**config.mk**
```make
export PLATFORM = sky130hd
export DESIGN_NAME = fcw_guard
export DESIGN_NICKNAME = d
export VERILOG_FILES = /design/src/rtl/fcw_pkg.sv /design/src/rtl/fcw_prescale.sv /design/src/rtl/fcw_down.sv /design/src/rtl/fcw_pulse.sv /design/src/rtl/fcw_guard.sv
export SDC_FILE = /design/constraint.sdc
export NUM_CORES = 1
export LEC_CHECK = 0
export ABC_AREA = 1
export BUFFER_PORTS_ARGS = -buffer_cell sky130_fd_sc_hd__buf_2
export CAP_MARGIN = 25
export CORE_ASPECT_RATIO = 0.8
export CORE_UTILIZATION = 58
export DETAILED_ROUTE_END_ITERATION = 10
export GPL_ROUTABILITY_DRIVEN = 0
export PLACE_DENSITY = 0.8
export SKIP_CTS_REPAIR_TIMING = 1
export SLEW_MARGIN = 10
export SYNTH_ARGS = -nofsm -noshare
export SYNTH_HDL_FRONTEND = slang
export SYNTH_HIERARCHICAL = 1
export SYNTH_SLANG_ARGS = --single-unit
```
**constraint.sdc**
```tcl
create_clock -name clk -period 3.1 [get_ports clk]
set_input_delay 0.465 -clock clk [delete_from_list [all_inputs] [get_ports clk]]
set_output_delay 0.465 -clock clk [all_outputs]
set_load 0.05 [all_outputs]
```
**src/rtl/fcw_pkg.sv**
```systemverilog
package fcw_pkg;

    typedef enum logic [1:0] {
        RCV_NONE  = 2'b00,
        RCV_STRAP = 2'b01,
        RCV_PROG  = 2'b10
    } rcv_sel_e;

    typedef struct packed {
        logic     run;
        logic     status;
        logic     lock;
        rcv_sel_e sel;
    } guard_state_t;

endpackage

```
**src/rtl/fcw_prescale.sv**
```systemverilog
module fcw_prescale #(
    parameter int SHORT_TICKS = 150,
    parameter int LONG_TICKS  = 2500
) (
    input  logic clk,
    input  logic rst_n,
    input  logic clear_i,
    input  logic run_i,
    input  logic tick_i,
    input  logic long_i,
    output logic unit_done_o
);
    localparam int MAXT = (SHORT_TICKS > LONG_TICKS) ? SHORT_TICKS : LONG_TICKS;
    localparam int PW   = $clog2(MAXT + 1);
    localparam logic [PW-1:0] SHORT_LAST = PW'(SHORT_TICKS - 1);
    localparam logic [PW-1:0] LONG_LAST  = PW'(LONG_TICKS - 1);

    typedef struct packed {
        logic [PW-1:0] cnt;
    } pre_state_t;

    pre_state_t s_d, s_q;
    logic [PW-1:0] last;
    logic          at_last;

    always_comb begin
        s_d         = s_q;
        last        = long_i ? LONG_LAST : SHORT_LAST;
        at_last     = (s_q.cnt >= last);
        unit_done_o = 1'b0;
        if (clear_i) begin
            s_d.cnt = '0;
        end else if (run_i && tick_i) begin
            if (at_last) begin
                s_d.cnt     = '0;
                unit_done_o = 1'b1;
            end else begin
                s_d.cnt = s_q.cnt + 1'b1;
            end
        end
    end

    always_ff @(posedge clk or negedge rst_n) begin
        if (!rst_n) s_q <= '0;
        else        s_q <= s_d;
    end


    pre_range_chk: assert property (@(posedge clk) disable iff (!rst_n)
        s_q.cnt < PW'(MAXT));


    pre_clear_chk: assert property (@(posedge clk) disable iff (!rst_n)
        clear_i |=> s_q.cnt == '0);

endmodule

```
**src/rtl/fcw_down.sv**
```systemverilog
module fcw_down #(
    parameter int CW = 5
) (
    input  logic          clk,
    input  logic          rst_n,
    input  logic          load_i,
    input  logic [CW-1:0] load_val_i,
    input  logic          step_i,
    output logic          expire_o
);
    typedef struct packed {
        logic [CW-1:0] cnt;
    } down_state_t;

    down_state_t s_d, s_q;

    always_comb begin
        s_d      = s_q;
        expire_o = 1'b0;
        if (load_i) begin
            s_d.cnt = load_val_i;
        end else if (step_i) begin
            if (s_q.cnt <= CW'(1)) expire_o = 1'b1;
            else                   s_d.cnt  = s_q.cnt - 1'b1;
        end
    end

    always_ff @(posedge clk or negedge rst_n) begin
        if (!rst_n) s_q <= '1;
        else        s_q <= s_d;
    end


    down_step_chk: assert property (@(posedge clk) disable iff (!rst_n)
        (step_i && !load_i && s_q.cnt > CW'(1)) |=> s_q.cnt == $past(s_q.cnt) - 1'b1);

endmodule

```
**src/rtl/fcw_pulse.sv**
```systemverilog
module fcw_pulse #(
    parameter int PULSE_TICKS = 16
) (
    input  logic clk,
    input  logic rst_n,
    input  logic start_i,
    input  logic tick_i,
    output logic active_o
);
    localparam int QW = $clog2(PULSE_TICKS + 1);

    typedef struct packed {
        logic [QW-1:0] left;
    } pulse_state_t;

    pulse_state_t s_d, s_q;

    always_comb begin
        s_d = s_q;
        if (start_i)                         s_d.left = QW'(PULSE_TICKS);
        else if (tick_i && s_q.left != '0)   s_d.left = s_q.left - 1'b1;
        active_o = (s_q.left != '0);
    end

    always_ff @(posedge clk or negedge rst_n) begin
        if (!rst_n) s_q <= '0;
        else        s_q <= s_d;
    end


    pulse_cause_chk: assert property (@(posedge clk) disable iff (!rst_n)
        $rose(active_o) |-> $past(start_i));

endmodule

```
**src/rtl/fcw_guard.sv**
```systemverilog
module fcw_guard #(
    parameter int UNIT_SHORT_TICKS = 150,
    parameter int UNIT_LONG_TICKS  = 2500,
    parameter int COUNT_W          = 5,
    parameter int PULSE_TICKS      = 16
) (
    input  logic               clk,
    input  logic               rst_n,
    input  logic               tick_i,
    input  logic               wd_en_i,
    input  logic [COUNT_W-1:0] tmo_count_i,
    input  logic               unit_long_i,
    input  logic               rst_on_tmo_i,
    input  logic               rst_on_chg_i,
    input  logic               status_wr_i,
    input  logic               status_wdata_i,
    input  logic               freq_chg_i,
    input  logic               rcv_src_i,
    output logic               freq_chg_grant_o,
    output logic               tmo_status_o,
    output logic               sys_rst_n_o,
    output logic               rcv_lock_o,
    output logic [1:0]         rcv_sel_o
);
    import fcw_pkg::*;

    guard_state_t s_d, s_q;
    logic accept, reload, unit_done, expire, pulse_start, pulse_on;

    assign accept      = freq_chg_i & ~s_q.lock;
    assign reload      = ~wd_en_i | accept;
    assign pulse_start = (expire & rst_on_tmo_i) | (accept & rst_on_chg_i);

    fcw_prescale #(
        .SHORT_TICKS (UNIT_SHORT_TICKS),
        .LONG_TICKS  (UNIT_LONG_TICKS)
    ) u_pre (
        .clk         (clk),
        .rst_n       (rst_n),
        .clear_i     (reload),
        .run_i       (s_q.run),
        .tick_i      (tick_i),
        .long_i      (unit_long_i),
        .unit_done_o (unit_done)
    );

    fcw_down #(
        .CW (COUNT_W)
    ) u_down (
        .clk        (clk),
        .rst_n      (rst_n),
        .load_i     (reload),
        .load_val_i (tmo_count_i),
        .step_i     (unit_done),
        .expire_o   (expire)
    );

    fcw_pulse #(
        .PULSE_TICKS (PULSE_TICKS)
    ) u_pulse (
        .clk      (clk),
        .rst_n    (rst_n),
        .start_i  (pulse_start),
        .tick_i   (tick_i),
        .active_o (pulse_on)
    );

    always_comb begin
        s_d = s_q;
        if (!wd_en_i) begin
            s_d.run  = 1'b0;
            s_d.lock = 1'b0;
            s_d.sel  = RCV_NONE;
        end else begin
            if (accept) s_d.run = 1'b1;
            if (expire) begin
                s_d.run  = 1'b0;
                s_d.lock = 1'b1;
                s_d.sel  = rcv_src_i ? RCV_PROG : RCV_STRAP;
            end
        end
        if (status_wr_i && status_wdata_i) s_d.status = 1'b0;
        if (expire)                        s_d.status = 1'b1;
    end

    always_ff @(posedge clk or negedge rst_n) begin
        if (!rst_n) s_q <= '{run: 1'b0, status: 1'b0, lock: 1'b0, sel: RCV_NONE};
        else        s_q <= s_d;
    end

    assign freq_chg_grant_o = accept;
    assign tmo_status_o     = s_q.status;
    assign sys_rst_n_o      = ~pulse_on;
    assign rcv_lock_o       = s_q.lock;
    assign rcv_sel_o        = s_q.sel;


    expire_sets_status_chk: assert property (@(posedge clk) disable iff (!rst_n)
        expire |=> tmo_status_o);


    lock_held_chk: assert property (@(posedge clk) disable iff (!rst_n)
        (rcv_lock_o && wd_en_i) |=> rcv_lock_o);


    lock_has_source_chk: assert property (@(posedge clk) disable iff (!rst_n)
        rcv_lock_o |-> (rcv_sel_o == 2'b01 || rcv_sel_o == 2'b10));


    sel_stable_chk: assert property (@(posedge clk) disable iff (!rst_n)
        (rcv_lock_o && $past(rcv_lock_o)) |-> $stable(rcv_sel_o));


    locked_idle_chk: assert property (@(posedge clk) disable iff (!rst_n)
        (rcv_lock_o && wd_en_i) |=> !s_q.run);


    unlock_chk: assert property (@(posedge clk) disable iff (!rst_n)
        !wd_en_i |=> (!rcv_lock_o && rcv_sel_o == 2'b00));

endmodule

```
==> results of run 1 <==
## critical path: cells and delay by family (launching register included)
family | cells | cell delay (ps)
simple gates | 11 | 1260
flops | 1 | 450
fa+ha+maj | 1 | 310
buf+inv | 3 | 270
## registers in the layout (all words and copies together) (netlist names)
signal and count:
rcv_lock_o 1, rcv_sel_o 2, s_q 1, tmo_status_o 1
u_down/s_q 5, u_pre/s_q 12, u_pulse/s_q 5
## kinds of logic after synthesis
| family | count (synthesis) |
|---|---|
| AO/OA/AOI/OAI | 26 |
| buffers and inverters | 36 |
| AND/OR/NAND/NOR | 145 |
| flip-flops | 27 |
| XOR/XNOR | 5 |
| adder cells (fa/ha/maj) | 10 |
## metrics by stage
step	worst slack, ps	util	total power [mW]
final	713.6	0.7046	0.9009
after global routing	467.2	0.7046	0.9652
after CTS	711.5	0.7046	0.9136
after detailed placement	499.9	0.6885	0.7101
after global placement	614.2	0.6885	0.7013
after floorplan	837.8	-	0.6436
## metal layers
metal,track usage,part of all wire
met4,0.03333,0.0027
met3,0.03913,0.068
met1,0.3719,0.50
met5,0,0
met2,0.3976,0.43
## cells in the final DEF, fill, tap and decap left out, types with 6 or more instances in the layout
| cell type | instances |
|---|---|
| nor2_1 | 21 |
| dfrtp_1 | 22 |
| ha_1 | 10 |
| buf_2 | 21 |
| nor2_2 | 6 |
| o21ai_0 | 6 |
| a21oi_2 | 10 |
| inv_1 | 27 |
| nand3_1 | 23 |
| nand2_1 | 79 |
## layout make-up
class | count | area share
Sequential cell | 27 | 0.3370
Clock inverter | 1 | 0.002474
Tap cell | 38 | 0.02350
Clock buffer | 3 | 0.02041
Timing Repair Buffer | 22 | 0.05566
Multi-Input combinational cell | 186 | 0.4991
Inverter | 33 | 0.06184
## power breakdown
| group | switching, mW | internal (mW) | leakage, nW |
|---|---|---|---|
| sequential | 0.0419 | 0.401 | 0.348 |
| combinational | 0.162 | 0.0994 | 0.668 |
| clock | 0.107 | 0.0900 | 0.0255 |
## final timing paths
kind / to / from / cells after the start
max: u_pulse/s_q[1] / u_pre/s_q[6] / 15
min: u_pulse/s_q[0] / rst_n / 1
max reg2reg: u_pulse/s_q[1] / u_pre/s_q[6] / 15
min reg2reg: tmo_status_o / tmo_status_o / 2
max in group asynchronous: rcv_sel_o[1] / rst_n / 1
min in group clk: rcv_sel_o[0] / rcv_src_i / 2
==> flow_summary.json, run 1 <==
{
  "coreArea_sq_um": 2872,
  "synth_top_family_by_area": "simple AND/OR/NAND/NOR gates",
  "rsz0062_at_grt": "no",
  "placed_area_sq_um": 1977,
  "num_rows": 17,
  "drt_first_pass_iters": 4,
  "vdd_drop_max_mv": 0.2520,
  "cts_tree": "yes",
  "synth-simple-area-share": 0.3631,
  "worst_pin_slew_ps": 589.0,
  "nets": 299,
  "run_status": "finished clean",
  "die_h_um": 52.34,
  "maxSlewHeadroom": 0.6073,
  "initial_core_util": 0.6397,
  "cp-end-kind": "flop",
  "syn_area_per_cell_sq_um": 7.377,
  "p_leak_nw": 1.042,
  "die-area_sq_um": 3397,
  "cts_buffer_depth": 2,
  "fin_area_sq_um": 2023,
  "dpl.hpwl_um": 2870,
  "io_pins": 22,
  "multiInputGateArea_sq_um": 1010,
  "vias_per_cell": 5.142,
  "overflow": 0,
  "synth_top_area_cell": "dfrtp_1",
  "drive_gt1_frac": 0.2206,
  "wire_per_inst_um": 12.02,
  "cap_violations": 0,
  "finalCriticalPeriod_ps": 2386,
  "grt_pass1_wl_um": 6492,
  "dr.first_iter.drc_count": 71,
  "first_global_vias": 1425,
  "rrSetupSlack_ps": 710,
  "slowest_delay_ps": 450,
  "synthArstFlopShare": 1.000,
  "synth.distinct_cells": 29,
  "cp.arrival_ps": 2560,
  "port_buffers": 21,
  "vias": 1594,
  "tns_ps": 0,
  "synth_xor_area_frac": 0.02384,
  "synth_edf_count": 0,
  "worst_path_most_repeated_cell": "nand2_1",
  "cp.required_ps": 3270,
  "fin_cells": 310,
  "fin_hold_ws_ps": 186.2,
  "clock.fmax_mhz": 419.0,
  "cts.sinks": 27,
  "syn_inst": 249,
  "ys_ff_latch": 27,
  "crit_type": "flop to flop",
  "netlist.area_leader.share": 0.2997,
  "cts_root_buffer": "clkbuf_8",
  "drt_wl_total_um": 3727,
  "yosys_warnings": 6,
  "die-width_um": 64.92,
  "insertion_delay_ps": 270,
  "setup-violations-final": 0,
  "synth-compound-area-share": 0.09469,
  "fin_worst_skew_ps": 2.415,
  "grt_max_degree": 28,
  "yosys-top-cells-area": "dfrtp_1, nand2_1, dfstp_2",
  "antenna_found_initial": 0,
  "path_max_fanout": 8,
  "synthAdderAreaFrac": 0.06812,
  "syn_to_final_growth_pct": 10.15,
  "start_kind": "flop",
  "dp_cells": 306,
  "yosysMostFrequentCell": "nand2_1",
  "syn_nets": 275,
  "final.fill_count": 266,
  "hold_viol_final": 0,
  "finalCritPeriodShare": 0.7698,
  "synth_common_cells": "nand2_1, inv_1, nand3_1, dfrtp_1, nor2_1",
  "ys_seq_area_frac": 0.3713,
  "antenna_left": 0,
  "worstPathCellList": "ha_1 -> nand2_1 -> nor2_1 -> nand2_1 -> nor2_2 -> nor2_4 -> nand3b_1 -> inv_1 -> inv_1 -> nor2_1 -> nand2_1 -> nand2_1 -> clkinv_2 -> nand3_1 -> nand2_1",
  "diodes": 0,
  "grt_usage": 0.2519,
  "seq_area_sq_um": 681.9,
  "final-max-slew-violation-count": 0,
  "slowest_stage": "dfrtp_1",
  "muxShareOfSynthArea": 0,
  "syn-cell-area_sq_um": 1837,
  "htree_num_levels": 1,
  "power.density_nw_per_um2": 445.3,
  "hp-class": "input pin to asynchronous set/reset pin",
  "cts_buffers": 3,
  "drc": 0,
  "clkTransAtPathRegs_ps": 90,
  "synthFlopType": "dfrtp_1"
}
Note: power is estimated with default switching activity, not from simulation.
==> inputs of run 2 (changes only) <==
--- a/config.mk
+++ b/config.mk
@@ -5,14 +5,14 @@
 export SDC_FILE = /design/constraint.sdc
 export NUM_CORES = 1
 export LEC_CHECK = 0
-export ABC_AREA = 1
+export ABC_AREA = 0
 export BUFFER_PORTS_ARGS = -buffer_cell sky130_fd_sc_hd__buf_2
 export CAP_MARGIN = 25
 export CORE_ASPECT_RATIO = 0.8
-export CORE_UTILIZATION = 58
+export CORE_UTILIZATION = 52
 export DETAILED_ROUTE_END_ITERATION = 10
 export GPL_ROUTABILITY_DRIVEN = 0
-export PLACE_DENSITY = 0.8
+export PLACE_DENSITY = 0.76
 export SKIP_CTS_REPAIR_TIMING = 1
 export SLEW_MARGIN = 10
 export SYNTH_ARGS = -nofsm -noshare
==> constraint.sdc (replaced) <==
create_clock -name clk -period 2.1 [get_ports clk]
set_input_delay 0.315 -clock clk [delete_from_list [all_inputs] [get_ports clk]]
set_output_delay 0.315 -clock clk [all_outputs]
set_load 0.05 [all_outputs]
==> run 2 against run 1 <==
  * The flow now finishes with violations (negative setup slack)
  * Flip-flop and latch count stayed put
  * Non-clock buffer count is 24 higher
  * Critical path depth is 7 lower
  * Via count is 2.1% lower
  * Cell count is 16% lower
  * Die area is 5.6% higher
  * Final area is 11% higher
  * Sequential power is 42% higher
  * Critical endpoint is now u_down/s_q[3]
  * Largest cell class unchanged
  * Largest power group unchanged
==> flow_summary.json, run 2 <==
{
  "power_frac_comb": 0.234,
  "clkTransAtPathRegs_ps": 90,
  "swShare": 0.3165,
  "fin_cells": 260,
  "crit_type": "flop to flop",
  "cts_buffers": 3,
  "seq_power_share": 0.516,
  "clock.fmax_mhz": 417.1,
  "drive_gt1_frac": 0.3864,
  "vias": 1561,
  "slowest_stage": "or4b_4",
  "run_status": "complete, but fails checks",
  "dp_cells": 253,
  "p_sw_mw": 0.3849,
  "maxSlewHeadroom": 0.5899,
  "vdd_drop_max_mv": 0.4447,
  "grt_use_met1": 0.2940,
  "synth_edf_count": 0,
  "violations": "negative setup slack",
  "final_util": 0.7150,
  "cts_root_buffer": "clkbuf_8",
  "initial_core_util": 0.5568,
  "worstPathCellList": "ha_4 -> o31a_1 -> or4b_4 -> o21ai_4 -> nor3_4 -> nor4b_2 -> mux2_1 -> mux2_2",
  "layout_commonest_cell": "buf_4",
  "yosysMostFrequentCell": "dfrtp_1",
  "grtUsageMet2": 0.4327,
  "p_clk_frac": 0.250,
  "place_ws_ps": -457.6,
  "synth_top_area_cell": "dfrtp_1",
  "ys_seq_area_frac": 0.3912,
  "die_h_um": 53.78,
  "diodes": 0,
  "synthFlopType": "dfrtp_1",
  "layout_common_cells": "buf_4, dfrtp_1, buf_2, nand2_1",
  "htree_num_levels": 1,
  "netlist.area_leader.share": 0.3159,
  "die-area_sq_um": 3589,
  "worst_pin_slew_ps": 615.2,
  "cts.sinks": 27,
  "dr.first_iter.drc_count": 54,
  "syn_to_final_growth_pct": 28.43,
  "drt_first_pass_iters": 4,
  "antenna_found_initial": 0,
  "cellInternalPower_mw": 0.8312,
  "start_kind": "flop",
  "io_pins": 22,
  "path_max_fanout": 3,
  "syn-cell-area_sq_um": 1743,
  "synth_common_cells": "dfrtp_1, nand2_1",
  "nets": 247,
  "reg_top3": "u_pre/s_q x12, u_down/s_q x5, u_pulse/s_q x5",
  "cts_tree": "yes",
  "yosys-top-cells-area": "dfrtp_1, dfstp_2, ha_1",
  "die-width_um": 66.73,
  "ys_ff_latch": 27,
  "largest-register": "u_pre/s_q",
  "setup_ws_ps": -297.5,
  "num_rows": 18,
  "slowest_delay_ps": 500,
  "fin_worst_skew_ps": 6.681,
  "hold_viol_final": 0,
  "dpl.hpwl_um": 3061,
  "antenna_left": 0,
  "cp.arrival_ps": 2620,
  "finalCritPeriodShare": 1.142,
  "rrSetupSlack_ps": -300,
  "cts_buffer_depth": 2,
  "rsz0062_at_grt": "yes",
  "worstRegToRegCells": 8,
  "vias_per_cell": 6.004,
  "reg2reg_to": "u_down/s_q[3]",
  "reg2reg_from": "u_pre/s_q[8]",
  "drc": 0,
  "busiest_layer": "met2",
  "wire_per_inst_um": 16.22,
  "yosys_warnings": 6,
  "insertion_delay_ps": 280,
  "hp-class": "input pin to asynchronous set/reset pin",
  "grt_pass1_wl_um": 6423,
  "syn_area_per_cell_sq_um": 9.903,
  "cp-end-kind": "flop",
  "grt_max_degree": 28,
  "power.density_nw_per_um2": 543.3,
  "p_leak_nw": 1.017,
  "syn_nets": 202,
  "setup-violations-final": 20,
  "grt_usage": 0.2473,
  "drt_wl_total_um": 4216,
  "finalCriticalPeriod_ps": 2397,
  "cap_violations": 0,
  "port_buffers": 21,
  "overflow": 0,
  "final.fill_count": 221,
  "cp.required_ps": 2320,
  "coreArea_sq_um": 3131,
  "largest_register_ffs": 12,
  "final-max-slew-violation-count": 0,
  "met3_usage": 0.05085,
  "synth.distinct_cells": 58,
  "first_global_vias": 1465,
  "syn_inst": 176,
  "synthArstFlopShare": 1.000
}
==> run 2: cell types whose count changed after synthesis, moves of 6 or more <==
| cell | change |
|---|---|
| a21oi_2 | -10 |
| nor2_1 | -15 |
| a21oi_1 | +8 |
| inv_1 | -17 |
| nor2_2 | -6 |
| nand3_1 | -13 |
| nand2_1 | -62 |
| o31ai_1 | +6 |
==> run 2: critical path, delay by kind of cell, from the launching register on <==
family,cells,cell delay [ps]
compound gates,2,430
mux,2,570
fa+ha+maj,1,170
simple gates,3,750
flops,1,430
==> run 2: kinds of logic (layout without fill, tap and decap cells) <==
logic type,after synthesis,in the layout,share of synthesized area
adders and majority gates,10,10,0.07179
muxes,4,4,0.02512
DFF,27,27,0.3912
AOI/OAI and AO/OA,51,51,0.2269
and+or+nand+nor,68,68,0.2434
buffers and inverters,16,60,0.04164
==> run 2: worst max-delay path by stage <==
stage | cells past startpoint | startpoint | slack (ps) | end
finish | 8 | u_pre/s_q[8] | -300 | u_down/s_q[3]
global route | 8 | u_pre/s_q[6] | -380 | u_down/s_q[3]
CTS | 8 | u_pre/s_q[11] | -350 | u_down/s_q[3]
detailed placement | 10 | unit_long_i | -460 | u_down/s_q[3]
global placement | 10 | unit_long_i | -350 | u_down/s_q[3]
floorplan | 8 | u_pre/s_q[8] | -350 | u_down/s_q[3]
==> run 2: power groups by stage <==
stage	sequential (mW)	clock, mW	combinational, mW
after floorplan	0.621	0	0.186
after global placement	0.630	0	0.246
after detailed placement	0.635	0	0.264
after CTS	0.625	0.313	0.265
after global routing	0.634	0.330	0.316
final	0.628	0.304	0.284
==> run 2: cell type report <==
cell class	count	area, sq um	area share
inverters	10	37.54	0.01677
multi-input cells	133	1110	0.4958
clock inverters	1	5.005	0.002236
repair buffers	46	311.5	0.1392
clock buffers	3	41.29	0.01845
flip-flops and latches	27	683.2	0.3052
well taps	40	50.05	0.02236
==> run 2: stage by stage <==
step           TNS, ps  hold slack, ps  cell area (sq um)  total power [mW]
6_report         -2521           32.86               2238             1.216
5_1_grt          -4274           75.88               2238             1.280
3_3_place_gp     -4020           351.6               2074            0.8758
2_1_floorplan    -1771           19.41               1789            0.8068
4_1_cts          -3859           45.68               2121             1.202
3_5_place_dp     -6421           364.9               2074            0.8988
==> run 2: routing by layer <==
metal  routed length [um]  vias up
met3                  165        8
met1                 1810      770
met2                 2153       38
met5                    0        -
li1                     -      745
met4                   86        0
==> inputs of run 3 (changes only) <==
--- a/config.mk
+++ b/config.mk
@@ -14,6 +14,7 @@
 export GPL_ROUTABILITY_DRIVEN = 0
 export PLACE_DENSITY = 0.76
 export SKIP_CTS_REPAIR_TIMING = 1
+export SKIP_LAST_GASP = 1
 export SLEW_MARGIN = 10
 export SYNTH_ARGS = -nofsm -noshare
 export SYNTH_HDL_FRONTEND = slang
==> run 3 against run 2 <==
  * Flip-flop and latch count unchanged
  * Register-to-register slack is essentially flat
  * Combinational power about the same
  * Power about the same
  * Cell count unchanged
  * Non-clock buffer count did not move
  * Hold slack is essentially flat
  * Worst setup slack about the same
  * First-iteration DRC count down 9.3%
  * The flow still finishes with violations (negative setup slack)
  * Final area down 0.11%
  * Largest power group unchanged
==> flow_summary.json, run 3 (synthesis gave the netlist of run 2 again) <==
{
  "dr.first_iter.drc_count": 49,
  "dpl.hpwl_um": 3061,
  "hp-class": "input pin to asynchronous set/reset pin",
  "coreArea_sq_um": 3131,
  "die-area_sq_um": 3589,
  "first_global_vias": 1465,
  "cts.sinks": 27,
  "violations": "negative setup slack",
  "final_util": 0.7142,
  "antenna_found_initial": 0,
  "htree_num_levels": 1,
  "final.fill_count": 222,
  "p_leak_nw": 1.016,
  "slowest_stage": "or4b_4",
  "tns_ps": -2519,
  "rsz0062_at_grt": "yes",
  "cap_violations": 0,
  "cts_buffer_depth": 2,
  "power.density_nw_per_um2": 543.5,
  "initial_core_util": 0.5568,
  "hold_viol_final": 0,
  "fin_worst_skew_ps": 6.524,
  "reg_top3": "u_pre/s_q x12, u_down/s_q x5, u_pulse/s_q x5",
  "largest_register_ffs": 12,
  "fin_cells": 260,
  "cellInternalPower_mw": 0.8310,
  "drive_gt1_frac": 0.3818,
  "worst_pin_slew_ps": 615.3,
  "final-max-slew-violation-count": 0,
  "crit_type": "flop to flop",
  "p_sw_mw": 0.3843,
  "grt_pass1_wl_um": 6423,
  "vdd_drop_max_mv": 0.4447,
  "diodes": 0,
  "dp_cells": 253,
  "cts_tree": "yes",
  "syn_to_final_growth_pct": 28.28,
  "largest-register": "u_pre/s_q",
  "start_kind": "flop",
  "p_clk_frac": 0.250,
  "die_h_um": 53.78,
  "cp.arrival_ps": 2620,
  "layout_common_cells": "buf_4, dfrtp_1, buf_2, nand2_1",
  "clkTransAtPathRegs_ps": 90,
  "port_buffers": 21,
  "overflow": 0,
  "cp-end-kind": "flop",
  "worstPathCellList": "ha_4 -> o31a_1 -> or4b_4 -> o21ai_4 -> nor3_4 -> nor4b_2 -> mux2_1 -> mux2_2",
  "maxSlewHeadroom": 0.5898,
  "wire_per_inst_um": 16.19,
  "antenna_left": 0,
  "die-width_um": 66.73,
  "power_frac_comb": 0.233,
  "cp.required_ps": 2320,
  "slowest_delay_ps": 500,
  "fin_hold_ws_ps": 33.08,
  "swShare": 0.3162,
  "layout_commonest_cell": "buf_4",
  "setup_ws_ps": -297.4,
  "cts_root_buffer": "clkbuf_8",
  "finalCritPeriodShare": 1.142,
  "setup-violations-final": 20,
  "grt_usage": 0.2473,
  "vias_per_cell": 5.992,
  "drt_first_pass_iters": 4,
  "num_rows": 18,
  "run_status": "complete, but fails checks",
  "drc": 0,
  "nets": 247,
  "path_max_fanout": 3,
  "drt_wl_total_um": 4209,
  "vias": 1558,
  "cts_buffers": 3,
  "insertion_delay_ps": 280,
  "finalCriticalPeriod_ps": 2397,
  "grt_max_degree": 28,
  "seq_power_share": 0.516,
  "io_pins": 22,
  "clock.fmax_mhz": 417.1
}
## run 3: cell counts in the layout (fill, tap and decap cells not counted)
Identical to the previous run, type by type.
## run 3: worst paths after layout
check                               start             end  slack (ps)  cells after the start
max                          u_pre/s_q[8]   u_down/s_q[3]        -300                      8
min                                 rst_n  u_pulse/s_q[2]          30                      1
max reg2reg                  u_pre/s_q[8]   u_down/s_q[3]        -300                      8
min reg2reg                  tmo_status_o    tmo_status_o         490                      1
max in group asynchronous           rst_n      rcv_lock_o        1640                      1
min in group clk           tmo_count_i[0]   u_down/s_q[0]         250                      3
## run 3: stage by stage
stage	power (mW)	instance area, sq um	worst slack [ps]
after floorplan	0.8068	1789	-347.1
after global placement	0.8758	2074	-352.3
after detailed placement	0.8988	2074	-457.6
after CTS	1.202	2121	-354.0
after global routing	1.279	2236	-376.6
final	1.215	2236	-297.4
## run 3: area by class of cell
cell class | count | area [sq um] | area share
clock buffers | 3 | 41.29 | 0.01847
clock inverters | 1 | 5.005 | 0.002238
inverters | 10 | 37.54 | 0.01679
multi-input cells | 133 | 1107 | 0.4952
flip-flops and latches | 27 | 683.2 | 0.3055
well taps | 40 | 50.05 | 0.02238
repair buffers | 46 | 311.5 | 0.1393
## run 3: routing by layer
layer,wire length [um],GRT usage
met1,1798,0.2940
met2,2149,0.4327
met3,175,0.05085
met4,86,0.1170
met5,0,0
## run 3: critical path: cells and delay by family, from the launching register on
family / cells / cell delay (ps)
adders and majority gates: 1 / 170
DFF: 1 / 430
AOI/OAI and AO/OA: 2 / 430
muxes: 2 / 570
and+or+nand+nor: 3 / 750
## run 3: power by group through the flow
stage	clock, mW	sequential (mW)	combinational [mW]
floorplan	0	0.621	0.186
global placement	0	0.630	0.246
detailed placement	0	0.635	0.264
CTS	0.313	0.625	0.265
global route	0.330	0.634	0.315
finish	0.304	0.628	0.284
